--- src/rtl/pic_init_pkg.sv ---
package pic_init_pkg;

  typedef enum logic [1:0] {
    ST_READY = 2'd0,
    ST_W2    = 2'd1,
    ST_W3    = 2'd2,
    ST_W4    = 2'd3
  } seq_st_e;

  typedef struct packed {
    logic level;
    logic single;
    logic need4;
  } icw_flags_t;

endpackage

--- src/rtl/pic_cmd_decode.sv ---
module pic_cmd_decode (
  input  logic wr_en,
  input  logic wr_addr,
  input  logic cmd_d4,
  input  logic cmd_d3,
  input  logic ready,
  output logic init_hit,
  output logic seq_wr,
  output logic mask_wr,
  output logic ocw2_wr,
  output logic ocw3_wr
);
  always_comb begin
    init_hit = wr_en & ~wr_addr & cmd_d4;
    seq_wr   = wr_en &  wr_addr & ~ready;
    mask_wr  = wr_en &  wr_addr &  ready;
    ocw2_wr  = wr_en & ~wr_addr & ~cmd_d4 & ~cmd_d3 & ready;
    ocw3_wr  = wr_en & ~wr_addr & ~cmd_d4 &  cmd_d3 & ready;
  end
endmodule

--- src/rtl/pic_init_fsm.sv ---
module pic_init_fsm
  import pic_init_pkg::*;
#(
  parameter int DW = 8
) (
  input  logic          clk,
  input  logic          rst_n,
  input  logic          init_hit,
  input  logic          seq_wr,
  input  logic [DW-1:0] wr_data,
  output logic          seq_ready,
  output icw_flags_t    flags,
  output logic [DW-1:0] vec_base,
  output logic [DW-1:0] casc_word,
  output logic [DW-1:0] mode_word
);
  seq_st_e    st_q, st_d;
  icw_flags_t flags_d;
  logic       vec_en, casc_en, mode_en;

  always_comb begin
    st_d    = st_q;
    flags_d = flags;
    vec_en  = 1'b0;
    casc_en = 1'b0;
    mode_en = 1'b0;
    if (init_hit) begin
      st_d    = ST_W2;
      flags_d = '{level: wr_data[3], single: wr_data[1], need4: wr_data[0]};
    end else if (seq_wr) begin
      unique case (st_q)
        ST_W2: begin
          vec_en = 1'b1;
          if (!flags.single)    st_d = ST_W3;
          else if (flags.need4) st_d = ST_W4;
          else                  st_d = ST_READY;
        end
        ST_W3: begin
          casc_en = 1'b1;
          st_d    = flags.need4 ? ST_W4 : ST_READY;
        end
        ST_W4: begin
          mode_en = 1'b1;
          st_d    = ST_READY;
        end
        default: st_d = st_q;
      endcase
    end
  end

  always_ff @(posedge clk or negedge rst_n) begin
    if (!rst_n) begin
      st_q      <= ST_READY;
      flags     <= '0;
      vec_base  <= '0;
      casc_word <= '0;
      mode_word <= '0;
    end else begin
      st_q  <= st_d;
      flags <= flags_d;
      if (vec_en)  vec_base  <= wr_data;
      if (casc_en) casc_word <= wr_data;
      if (mode_en) mode_word <= wr_data;
    end
  end

  assign seq_ready = (st_q == ST_READY);
endmodule

--- src/rtl/pic_op_regs.sv ---
module pic_op_regs #(
  parameter int N_IRQ = 8,
  parameter int DW    = 8,
  localparam int LW   = $clog2(N_IRQ)
) (
  input  logic             clk,
  input  logic             rst_n,
  input  logic             init_hit,
  input  logic             mask_wr,
  input  logic             ocw2_wr,
  input  logic             ocw3_wr,
  input  logic [DW-1:0]    wr_data,
  output logic [N_IRQ-1:0] imr,
  output logic             smm_on,
  output logic             read_isr,
  output logic [LW-1:0]    lowest_lvl
);
  logic [N_IRQ-1:0] imr_d;
  logic             smm_d, ris_d;
  logic [LW-1:0]    low_d;

  always_comb begin
    imr_d = imr;
    smm_d = smm_on;
    ris_d = read_isr;
    low_d = lowest_lvl;
    if (init_hit) begin
      imr_d = '0;
      smm_d = 1'b0;
      ris_d = 1'b0;
      low_d = '1;
    end else begin
      if (mask_wr) imr_d = wr_data[N_IRQ-1:0];
      if (ocw3_wr && wr_data[6]) smm_d = wr_data[5];
      if (ocw3_wr && wr_data[1]) ris_d = wr_data[0];
      if (ocw2_wr && (wr_data[7:5] == 3'b110)) low_d = wr_data[LW-1:0];
    end
  end

  always_ff @(posedge clk or negedge rst_n) begin
    if (!rst_n) begin
      imr        <= '0;
      smm_on     <= 1'b0;
      read_isr   <= 1'b0;
      lowest_lvl <= '1;
    end else begin
      imr        <= imr_d;
      smm_on     <= smm_d;
      read_isr   <= ris_d;
      lowest_lvl <= low_d;
    end
  end
endmodule

--- src/rtl/pic_edge_bank.sv ---
module pic_edge_bank #(
  parameter int N_IRQ = 8
) (
  input  logic             clk,
  input  logic             rst_n,
  input  logic             init_hit,
  input  logic             level_mode,
  input  logic [N_IRQ-1:0] irq_in,
  input  logic [N_IRQ-1:0] ack_clr,
  output logic [N_IRQ-1:0] irr
);
  for (genvar g = 0; g < N_IRQ; g++) begin : g_lane
    logic hist_q, hist_d, req_d, trig;

    always_comb begin
      trig   = ~init_hit & (level_mode | ~hist_q);
      req_d  = irq_in[g] & ((irr[g] & ~ack_clr[g]) | trig);
      hist_d = init_hit | irq_in[g];
    end

    always_ff @(posedge clk or negedge rst_n) begin
      if (!rst_n) begin
        hist_q <= 1'b1;
        irr[g] <= 1'b0;
      end else begin
        hist_q <= hist_d;
        irr[g] <= req_d;
      end
    end
  end
endmodule

--- src/rtl/pic_init_seq.sv ---
module pic_init_seq
  import pic_init_pkg::*;
#(
  parameter int N_IRQ = 8,
  parameter int DW    = 8,
  localparam int LW   = $clog2(N_IRQ)
) (
  input  logic             clk,
  input  logic             rst_n,
  input  logic             wr_en,
  input  logic             wr_addr,
  input  logic [DW-1:0]    wr_data,
  input  logic [N_IRQ-1:0] irq_in,
  input  logic [N_IRQ-1:0] ack_clr,
  output logic             seq_ready,
  output logic             cfg_level,
  output logic             cfg_single,
  output logic             cfg_need4,
  output logic [DW-1:0]    vec_base,
  output logic [DW-1:0]    casc_word,
  output logic [DW-1:0]    mode_word,
  output logic [N_IRQ-1:0] imr,
  output logic             smm_on,
  output logic             read_isr,
  output logic [LW-1:0]    lowest_lvl,
  output logic             edge_rst,
  output logic [N_IRQ-1:0] irr
);
  logic       rst_s1, rst_sync_n;
  logic       init_hit, seq_wr, mask_wr, ocw2_wr, ocw3_wr;
  icw_flags_t flags;

  always_ff @(posedge clk or negedge rst_n) begin
    if (!rst_n) begin
      rst_s1     <= 1'b0;
      rst_sync_n <= 1'b0;
    end else begin
      rst_s1     <= 1'b1;
      rst_sync_n <= rst_s1;
    end
  end

  pic_cmd_decode u_dec (
    .wr_en    (wr_en),
    .wr_addr  (wr_addr),
    .cmd_d4   (wr_data[4]),
    .cmd_d3   (wr_data[3]),
    .ready    (seq_ready),
    .init_hit (init_hit),
    .seq_wr   (seq_wr),
    .mask_wr  (mask_wr),
    .ocw2_wr  (ocw2_wr),
    .ocw3_wr  (ocw3_wr)
  );

  pic_init_fsm #(.DW(DW)) u_fsm (
    .clk       (clk),
    .rst_n     (rst_sync_n),
    .init_hit  (init_hit),
    .seq_wr    (seq_wr),
    .wr_data   (wr_data),
    .seq_ready (seq_ready),
    .flags     (flags),
    .vec_base  (vec_base),
    .casc_word (casc_word),
    .mode_word (mode_word)
  );

  pic_op_regs #(.N_IRQ(N_IRQ), .DW(DW)) u_ops (
    .clk        (clk),
    .rst_n      (rst_sync_n),
    .init_hit   (init_hit),
    .mask_wr    (mask_wr),
    .ocw2_wr    (ocw2_wr),
    .ocw3_wr    (ocw3_wr),
    .wr_data    (wr_data),
    .imr        (imr),
    .smm_on     (smm_on),
    .read_isr   (read_isr),
    .lowest_lvl (lowest_lvl)
  );

  pic_edge_bank #(.N_IRQ(N_IRQ)) u_edges (
    .clk        (clk),
    .rst_n      (rst_sync_n),
    .init_hit   (init_hit),
    .level_mode (flags.level),
    .irq_in     (irq_in),
    .ack_clr    (ack_clr),
    .irr        (irr)
  );

  always_ff @(posedge clk or negedge rst_sync_n) begin
    if (!rst_sync_n) edge_rst <= 1'b0;
    else             edge_rst <= init_hit;
  end

  assign cfg_level  = flags.level;
  assign cfg_single = flags.single;
  assign cfg_need4  = flags.need4;
endmodule

--- config.mk ---
export PLATFORM = sky130hd
export DESIGN_NAME = pic_init_seq
export DESIGN_NICKNAME = d
export VERILOG_FILES = /design/src/rtl/pic_init_pkg.sv /design/src/rtl/pic_cmd_decode.sv /design/src/rtl/pic_init_fsm.sv /design/src/rtl/pic_op_regs.sv /design/src/rtl/pic_edge_bank.sv /design/src/rtl/pic_init_seq.sv
export SDC_FILE = /design/constraint.sdc
export NUM_CORES = 1
export LEC_CHECK = 0
export ABC_AREA = 0
export BUFFER_PORTS_ARGS = -buffer_cell sky130_fd_sc_hd__buf_2
export CORE_AREA = 8 8 80 82
export DETAILED_ROUTE_END_ITERATION = 7
export DIE_AREA = 0 0 88 90
export PLACE_DENSITY = 0.77
export SYNTH_ARGS = -nofsm -noshare
export SYNTH_HDL_FRONTEND = slang
export SYNTH_SLANG_ARGS = --single-unit
--- constraint.sdc ---
create_clock -name clk -period 2.5 [get_ports clk]
set_input_delay 0.25 -clock clk [delete_from_list [all_inputs] [get_ports clk]]
set_output_delay 0.25 -clock clk [all_outputs]
set_load 0.005 [all_outputs]
After elaboration in Yosys (flattened, before gate mapping)
Index checks and enable logic that the tools add are counted.
{"block": "word_totals", "inputBits": 28, "output_inout_bits": 50, "wordCells": 146, "ff_bits": 61}
{"block": "op_classes", "bitwise_logic": 79, "reduce_logical": 11, "mux": 22, "n_eq_ne": 4}
{"op": "$and 1x1->1", "n": 34}
{"op": "$or 1x1->1", "n": 24}
{"op": "$not 1->1", "n": 21}
{"op": "$mux 8", "n": 2}
{"op": "$mux 1", "n": 13}
{"op": "$reduce_bool 2->1", "n": 5}
{"op": "$mux 2", "n": 4}
{"op": "$mux 3", "n": 2}
{"op": "$pmux 2 s3", "n": 1}
{"op": "$eq 2x2->1 const B", "n": 2}
{"op": "$reduce_bool 4->1", "n": 1}
{"op": "$eq 3x3->1 const B", "n": 1}
{"op": "$logic_and 1x1->1", "n": 3}
{"op": "$eq 2x1->1 const B", "n": 1}
{"op": "$logic_not 2->1", "n": 1}
{"op": "$reduce_and 2->1", "n": 1}

Longest topological paths before layout
Gate-level depths: netlist (run 1).
{"block": "depth", "depth_word": 8, "depth_mapped": 5, "depth_no_buf": 4}

By module
Synthesis (run 1) repeated with hierarchy kept, for this count alone.
{"block": "unflattened", "cells_unflattened": 197, "area_unflattened_um2": 2606.2}
{"mod": "pic_init_fsm", "seq_area_each_um2": 725.7, "cells_each": 79, "instances": 1, "area_each_um2": 1219.9}
{"mod": "pic_edge_bank", "seq_area_each_um2": 410.4, "cells_each": 57, "instances": 1, "area_each_um2": 699.4}
{"mod": "pic_op_regs", "seq_area_each_um2": 329.1, "cells_each": 49, "instances": 1, "area_each_um2": 560.5}
{"mod": "pic_init_seq", "seq_area_each_um2": 75.1, "cells_each": 4, "instances": 1, "area_each_um2": 78.8}
{"mod": "pic_cmd_decode", "seq_area_each_um2": 0.0, "cells_each": 8, "instances": 1, "area_each_um2": 47.5}

Least setup slack after synthesis (run 1)
OpenSTA, ideal clock, no wires.
{"block": "synth_timing", "path_type": "flip-flop to flip-flop", "from": "register u_fsm.st_q[0]", "to": "register u_ops.lowest_lvl[0]", "required_time_ns": 2.403, "period_less_slack_ns": 1.327, "setup_ns": 0.097, "path_slack_ns": 1.173, "arrival_time_ns": 1.230, "n_path_buf": 1, "path_stages_with_launch": 5, "cell_sequence": "dfrtp_1 buf_6 or4b_4 o21ai_1 nand3_1"}
{"block": "synth_between", "elab_chain_cells": 4}
{"element": "start, declared", "line_no": "pic_init_fsm.sv:17", "text": "seq_st_e st_q, st_d;"}
{"element": "start signal, assigned", "line_no": "pic_init_fsm.sv:59", "text": "st_q <= st_d;"}
{"element": "$logic_not 2->1", "line_no": "pic_init_fsm.sv:67", "text": "assign seq_ready = (st_q == ST_READY);"}
{"element": "$and 1x1->1", "line_no": "pic_cmd_decode.sv:17", "text": "ocw2_wr = wr_en & ~wr_addr & ~cmd_d4 & ~cmd_d3 & ready;"}
{"element": "$logic_and 1x1->1", "line_no": "pic_op_regs.sv:36", "text": "if (ocw2_wr && (wr_data[7:5] == 3'b110)) low_d = wr_data[LW-1:0];"}
{"element": "$reduce_bool 2->1 (no line)"}
{"element": "end signal, assigned", "line_no": "pic_op_regs.sv:50", "text": "lowest_lvl <= low_d;"}
{"element": "end, declared", "line_no": "pic_op_regs.sv:16", "text": "output logic [LW-1:0] lowest_lvl"}
Every way passes these cells.
A chain may end at the register's enable or synchronous reset.

Final worst setup path (run 1)
{"block": "layout_timing", "from": "register u_fsm.st_q[0]", "to": "register u_ops.lowest_lvl[2]"}
Same word-level chain as after synthesis.

==> results of run 1 <==
[sequential cells by signal, indices dropped and copies added (netlist names), 2 cells and up]
register,count
u_edges.g_lane.hist_q,8
u_fsm.st_q,2
u_ops.lowest_lvl,3
u_ops.imr,8
u_fsm.mode_word,8
u_fsm.vec_base,8
u_fsm.casc_word,8
u_edges.irr,8
u_fsm.flags,3
[final cells by class]
type,instances,share of cell area
Inverter,9,0.0105
Multi-Input combinational cell,111,0.275
Timing Repair Buffer,79,0.129
Tap cell,72,0.0279
Sequential cell,61,0.478
Clock buffer,13,0.0524
Clock inverter,3,0.0279
[through the flow]
step                      worst slack (ps)  power (mW)  cell area [um^2]  hold WS, ps  instances
after floorplan                        695        1.87              2520        -45.6        189
after global placement                1030        2.23              2960         35.7        331
after detailed placement               984        2.26              2960         37.5        331
after CTS                              988        3.39              3230          109        348
after global routing                   915        3.54              3230          111        348
final                                  989        3.35              3230          120        348
[logic make-up (layout without fill, tap and decap cells)]
| kind of cell | Yosys count | count (layout) | share of synthesized area |
|---|---|---|---|
| AO/OA/AOI/OAI | 30 | 30 | 0.0835 |
| flip-flops | 61 | 61 | 0.612 |
| multiplexers | 27 | 27 | 0.119 |
| buffers and inverters | 17 | 104 | 0.0363 |
| AND/OR/NAND/NOR | 53 | 53 | 0.148 |
| other | 1 | 1 | 0.00149 |
[path summary, 6_finish.rpt]
| check | slack [ps] | start | end |
|---|---|---|---|
| max | 990 | u_fsm.st_q[0]$_DFFE_PN0P_ | u_ops.lowest_lvl[2]$_DFFE_PN1P_ |
| min in group asynchronous | 250 | rst_n | rst_s1$_DFF_PN0_ |
| max reg2reg | 990 | u_fsm.st_q[0]$_DFFE_PN0P_ | u_ops.lowest_lvl[2]$_DFFE_PN1P_ |
| max in group asynchronous | 1530 | rst_sync_n$_DFF_PN0_ | u_edges.g_lane[2].hist_q$_DFF_PN1_ |
| min | 120 | irq_in[3] | u_edges.g_lane[3].hist_q$_DFF_PN1_ |
| min reg2reg | 310 | rst_sync_n$_DFF_PN0_ | u_fsm.casc_word[1]$_DFFE_PN0P_ |
[synth_stat cells, types with 3 or more instances]
master / n / area share
nand2_1: 15 / 0.022
nand3_1: 6 / 0.012
inv_1: 8 / 0.012
dfstp_2: 11 / 0.11
mux2i_1: 3 / 0.012
a22o_1: 7 / 0.024
o21ai_1: 3 / 0.0060
o21ai_0: 8 / 0.016
dfrtp_1: 50 / 0.50
nand2b_1: 16 / 0.040
buf_4: 3 / 0.0089
a21boi_0: 8 / 0.024
mux2_2: 24 / 0.11
[worst max-delay path: cells and delay by family, from the launching register on]
| family | cells | cell delay, ps |
|---|---|---|
| compound gates | 1 | 180 |
| flops | 1 | 510 |
| simple gates | 2 | 730 |
[per-layer routing]
metal	up-vias	share of wire	track usage
met5	-	0	0
met4	0	0.010	0.0689
met3	7	0.098	0.0591
met2	68	0.47	0.238
met1	862	0.42	0.191
li1	817	-	-
[power groups by stage]
stage                     registers, mW  logic [mW]  clock network [mW]
final                              1.47       0.765                1.12
after global routing               1.51       0.845                1.19
after CTS                          1.47       0.787                1.13
after detailed placement           1.48       0.781                   0
after global placement             1.46       0.765                   0
after floorplan                    1.47       0.402                   0
==> run metrics, run 1 <==
run status completed; layout cells sized above 1 0.500; Combinational Power Share 0.228; Post-Syn Area 2520 um^2; synthesis-stage register bit count 61; Primary FF master, synth dfrtp_1; die width a little under 90 um; Peak VDD IR around 0.00067 V; clk_lat worst skew 330 ps; WHS Path Cells 2; gr ovfl total 0; GPL Wtd Cong between 0.8 and 0.9; final hold vios 0; crit path DAT approximately 1800 ps; footprint of the multi-input gates ~890 um^2; All-Layer GR Usage 0.156; RSZ-0062 raised after global routing no; most frequent cells in the layout 77 x buf_2, 49 x dfrtp_1, 24 x mux2_2; HPWL Detailed about 4.2 mm; Clock Skew around 7 ps; die height 90 um; synthesized area per cell around 13 um^2; Root Buffer clkbuf_8; PostCTS Resize Cnt 0; TritonCTS clock tree done; 1st-pass router iterations 4; max frequency around 660 MHz; Max clock buf depth 2; Clk pwr share 0.333; Worst-Margin Slew ~660 ps; I/O Buffers between 70 and 80; DR DRC count 0; worst-path cell chain or4b_4, o21ai_1, nand3_1; DRT Wirelength 5.91 mm; Final Cycle Share 0.604; DR vias 1754; wire per inst between 15 and 20 um; I/O pins 78; post-route setup TNS 0 ps; FILL cells between 400 and 500; Lkg Pwr ~1.6 nW; clock sink total between 60 and 70; Routed Antenna Nets 0; most common cell after layout, fill and taps aside buf_2; Switching Share 0.262; initial DRC count slightly below 60; synth unique cells 35; maxcap violations 0; Int Pwr roughly 2.5 mW; Critical Path Fanout Max 10; EDFF count, synth 0; sequential area share after synthesis 0.612; Hold Path Class primary input to flop; Ant. Diodes 0; Reg2Reg Depth 3; CP Capture Type flop; Final Critical Period between 1500 and 2000 ps; first-pass GRT wire length 9.48 mm; Sw Pwr 878 uW; register area 1540 um^2; hold buffer count at CTS 1; number of core rows 27; Core ar. roughly 5200 um^2; Slew HR 0.558; final core occ 0.616; Mapped Cells around 190; Slew Limit Fails 0; asr flop ratio synth 1.00; Synthesis Warnings 0; Initial Utilization 0.481; area grow syn2layout 28.1%; Die Footprint around 7900 um^2; CP max stage delay 620 ps; Nets between 200 and 300; PwrDens slightly above 1000 nW/um^2; Flop pwr share 0.438; Post-Syn Nets about 220; initial antenna violation count 0; CTS Buf Count 9; largest net degree at the start of global routing 32; DR vias/cell 5.04; final-report setup violation count 0; slowest stage cell, crit path or4b_4; Worst-path clk slew ~70 ps; crit start category flop; CP required about 2700 ps; number of global-route vias before repair around 1800; Crit Path Class flop to flop; H-tree levels 3; Post-CTS Setup Repair Bufs 0
Power figures use the tool's default switching activity.
==> run 2: changes to the inputs <==
Settings changed: CORE_AREA 8 8 80 82 to 8 8 84 86, DIE_AREA 0 0 88 90 to 0 0 92 94, PLACE_DENSITY 0.77 to 0.73.
Clock period 2.5 ns to 1.3 ns, I/O delays scaled along.
==> run 2 against run 1 <==
Net effect: the run now ends with negative setup slack left; hold slack got worse by 100 ps; critical path type unchanged; total power rose by 91%; design area grew 6.5%.
==> run metrics, run 2 (same netlist as run 1, synthesis figures left out) <==
run status complete, but fails checks; violated checks negative setup slack; Initial Utilization 0.438; Lkg Pwr between 1.5 and 2 nW; hold slack around 15 ps; die height around 94 um; crit path DAT 1620 ps; die width around 90 um; 1st-pass router iterations 4; CP Capture Type flop; Final Cycle Share 1.05; I/O pins 78; Ant. Diodes 0; clock sink total 61; Critical Path Fanout Max 7; wire per inst ~17 um; DR DRC count 0; initial antenna violation count 0; Die Footprint slightly below 9000 um^2; initial DRC count 62; Root Buffer clkbuf_8; final-report setup violation count 5; maxcap violations 0; number of core rows 28; H-tree levels 3; RSZ-0062 raised after global routing yes; DP Worst Slack -89.4 ps; I/O Buffers 77; All-Layer GR Usage 0.151; Slew Limit Fails 0; power consumption about 6.4 mW; first-pass GRT wire length a little over 10 mm; PwrDens about 1900 nW/um^2; most common cell after layout, fill and taps aside buf_2; Max clock buf depth 2; final hold vios 0; Hold Path Class primary input to flop; layout cells sized above 1 0.541; area grow syn2layout 36.4%; GPL Wtd Cong 0.833; Nets roughly 320; Post-CTS Setup Repair Bufs 0; CTS Buf Count 9; DR vias/cell slightly below 5; gr ovfl total 0; crit start category flop; CP required 1550 ps; Crit Path Class flop to flop; HPWL Detailed 4.39 mm; FILL cells ~470; max frequency 733 MHz; DR vias ~1800; Routed Antenna Nets 0; final setup margin -65.0 ps; Peak VDD IR 0.00136 V; TritonCTS clock tree done; largest net degree at the start of global routing 60; most frequent cells in the layout 76 x buf_2, 47 x dfrtp_1, 24 x mux2_2; clk_lat worst skew ~330 ps; Final Critical Period about 1400 ps; Core ar. approximately 5700 um^2; number of global-route vias before repair roughly 2000; Worst-path clk slew 60 ps; Clock Skew roughly 5.6 ps; DRT Wirelength between 6 and 7 mm
[run 2: path summary, 6_finish.rpt]
| check | end | slack [ps] | depth (start not counted) | start |
|---|---|---|---|---|
| min in group asynchronous | rst_sync_n$_DFF_PN0_ | 120 | 2 | rst_n |
| worst max register to register | u_ops.lowest_lvl[2]$_DFFE_PN1P_ | -70 | 3 | u_fsm.st_q[1]$_DFFE_PN0P_ |
| worst min-delay path | u_edges.g_lane[7].hist_q$_DFF_PN1_ | 20 | 2 | irq_in[7] |
| worst max-delay path | u_ops.lowest_lvl[2]$_DFFE_PN1P_ | -70 | 3 | u_fsm.st_q[1]$_DFFE_PN0P_ |
| max in group asynchronous | u_ops.lowest_lvl[1]$_DFFE_PN1P_ | 740 | 1 | rst_sync_n$_DFF_PN0_ |
| worst min register to register | u_edges.irr[6]$_DFF_PN0_ | 270 | 1 | rst_sync_n$_DFF_PN0_ |
[run 2: routing by layer]
| metal | share of wire | global-route usage | wire length (um) |
|---|---|---|---|
| met5 | 0 | 0 | 0 |
| met4 | 0.018 | 0.0752 | 114 |
| met3 | 0.094 | 0.0639 | 586 |
| met2 | 0.46 | 0.237 | 2850 |
| met1 | 0.43 | 0.174 | 2670 |
[run 2: what timing repair did]
item                                    4_1_cts  5_1_grt
pin swaps                                     4        1
hold buffers                                  7        0
hold endpoints to repair                      8        0
resized for setup                             5       11
endpoints found under the setup margin       30       30
[run 2: per-stage QoR]
| stage | area (um^2) | util | instances | TNS [ps] |
|---|---|---|---|---|
| after floorplan | 2520 | - | 189 | -13.8 |
| after global placement | 3080 | 0.535 | 346 | -682 |
| after detailed placement | 3080 | 0.535 | 346 | -909 |
| after CTS | 3390 | 0.590 | 369 | -126 |
| after global routing | 3430 | 0.598 | 369 | -755 |
| final | 3430 | 0.598 | 369 | -225 |
[run 2: power breakdown]
part	switching, mW	internal (mW)	total (mW)
Clock	0.713	1.18	1.89
Combinational	0.696	1.01	1.71
Sequential	0.340	2.47	2.81
Total	1.75	4.66	6.41
[run 2: area by class of cell]
| type | instances | area, um^2 | area share |
|---|---|---|---|
| Inverter | 9 | 33.8 | 0.00984 |
| Multi-Input combinational cell | 111 | 933 | 0.272 |
| Clock buffer | 12 | 155 | 0.0452 |
| Clock inverter | 4 | 70.1 | 0.0204 |
| Tap cell | 75 | 93.8 | 0.0273 |
| Sequential cell | 61 | 1540 | 0.450 |
| Timing Repair Buffer | 97 | 604 | 0.176 |
[run 2: critical path: stages (launching register included)]
cell and delay (ps):
dfrtp_2 470, or4b_4 570, o21ai_2 170, nand3_2 80
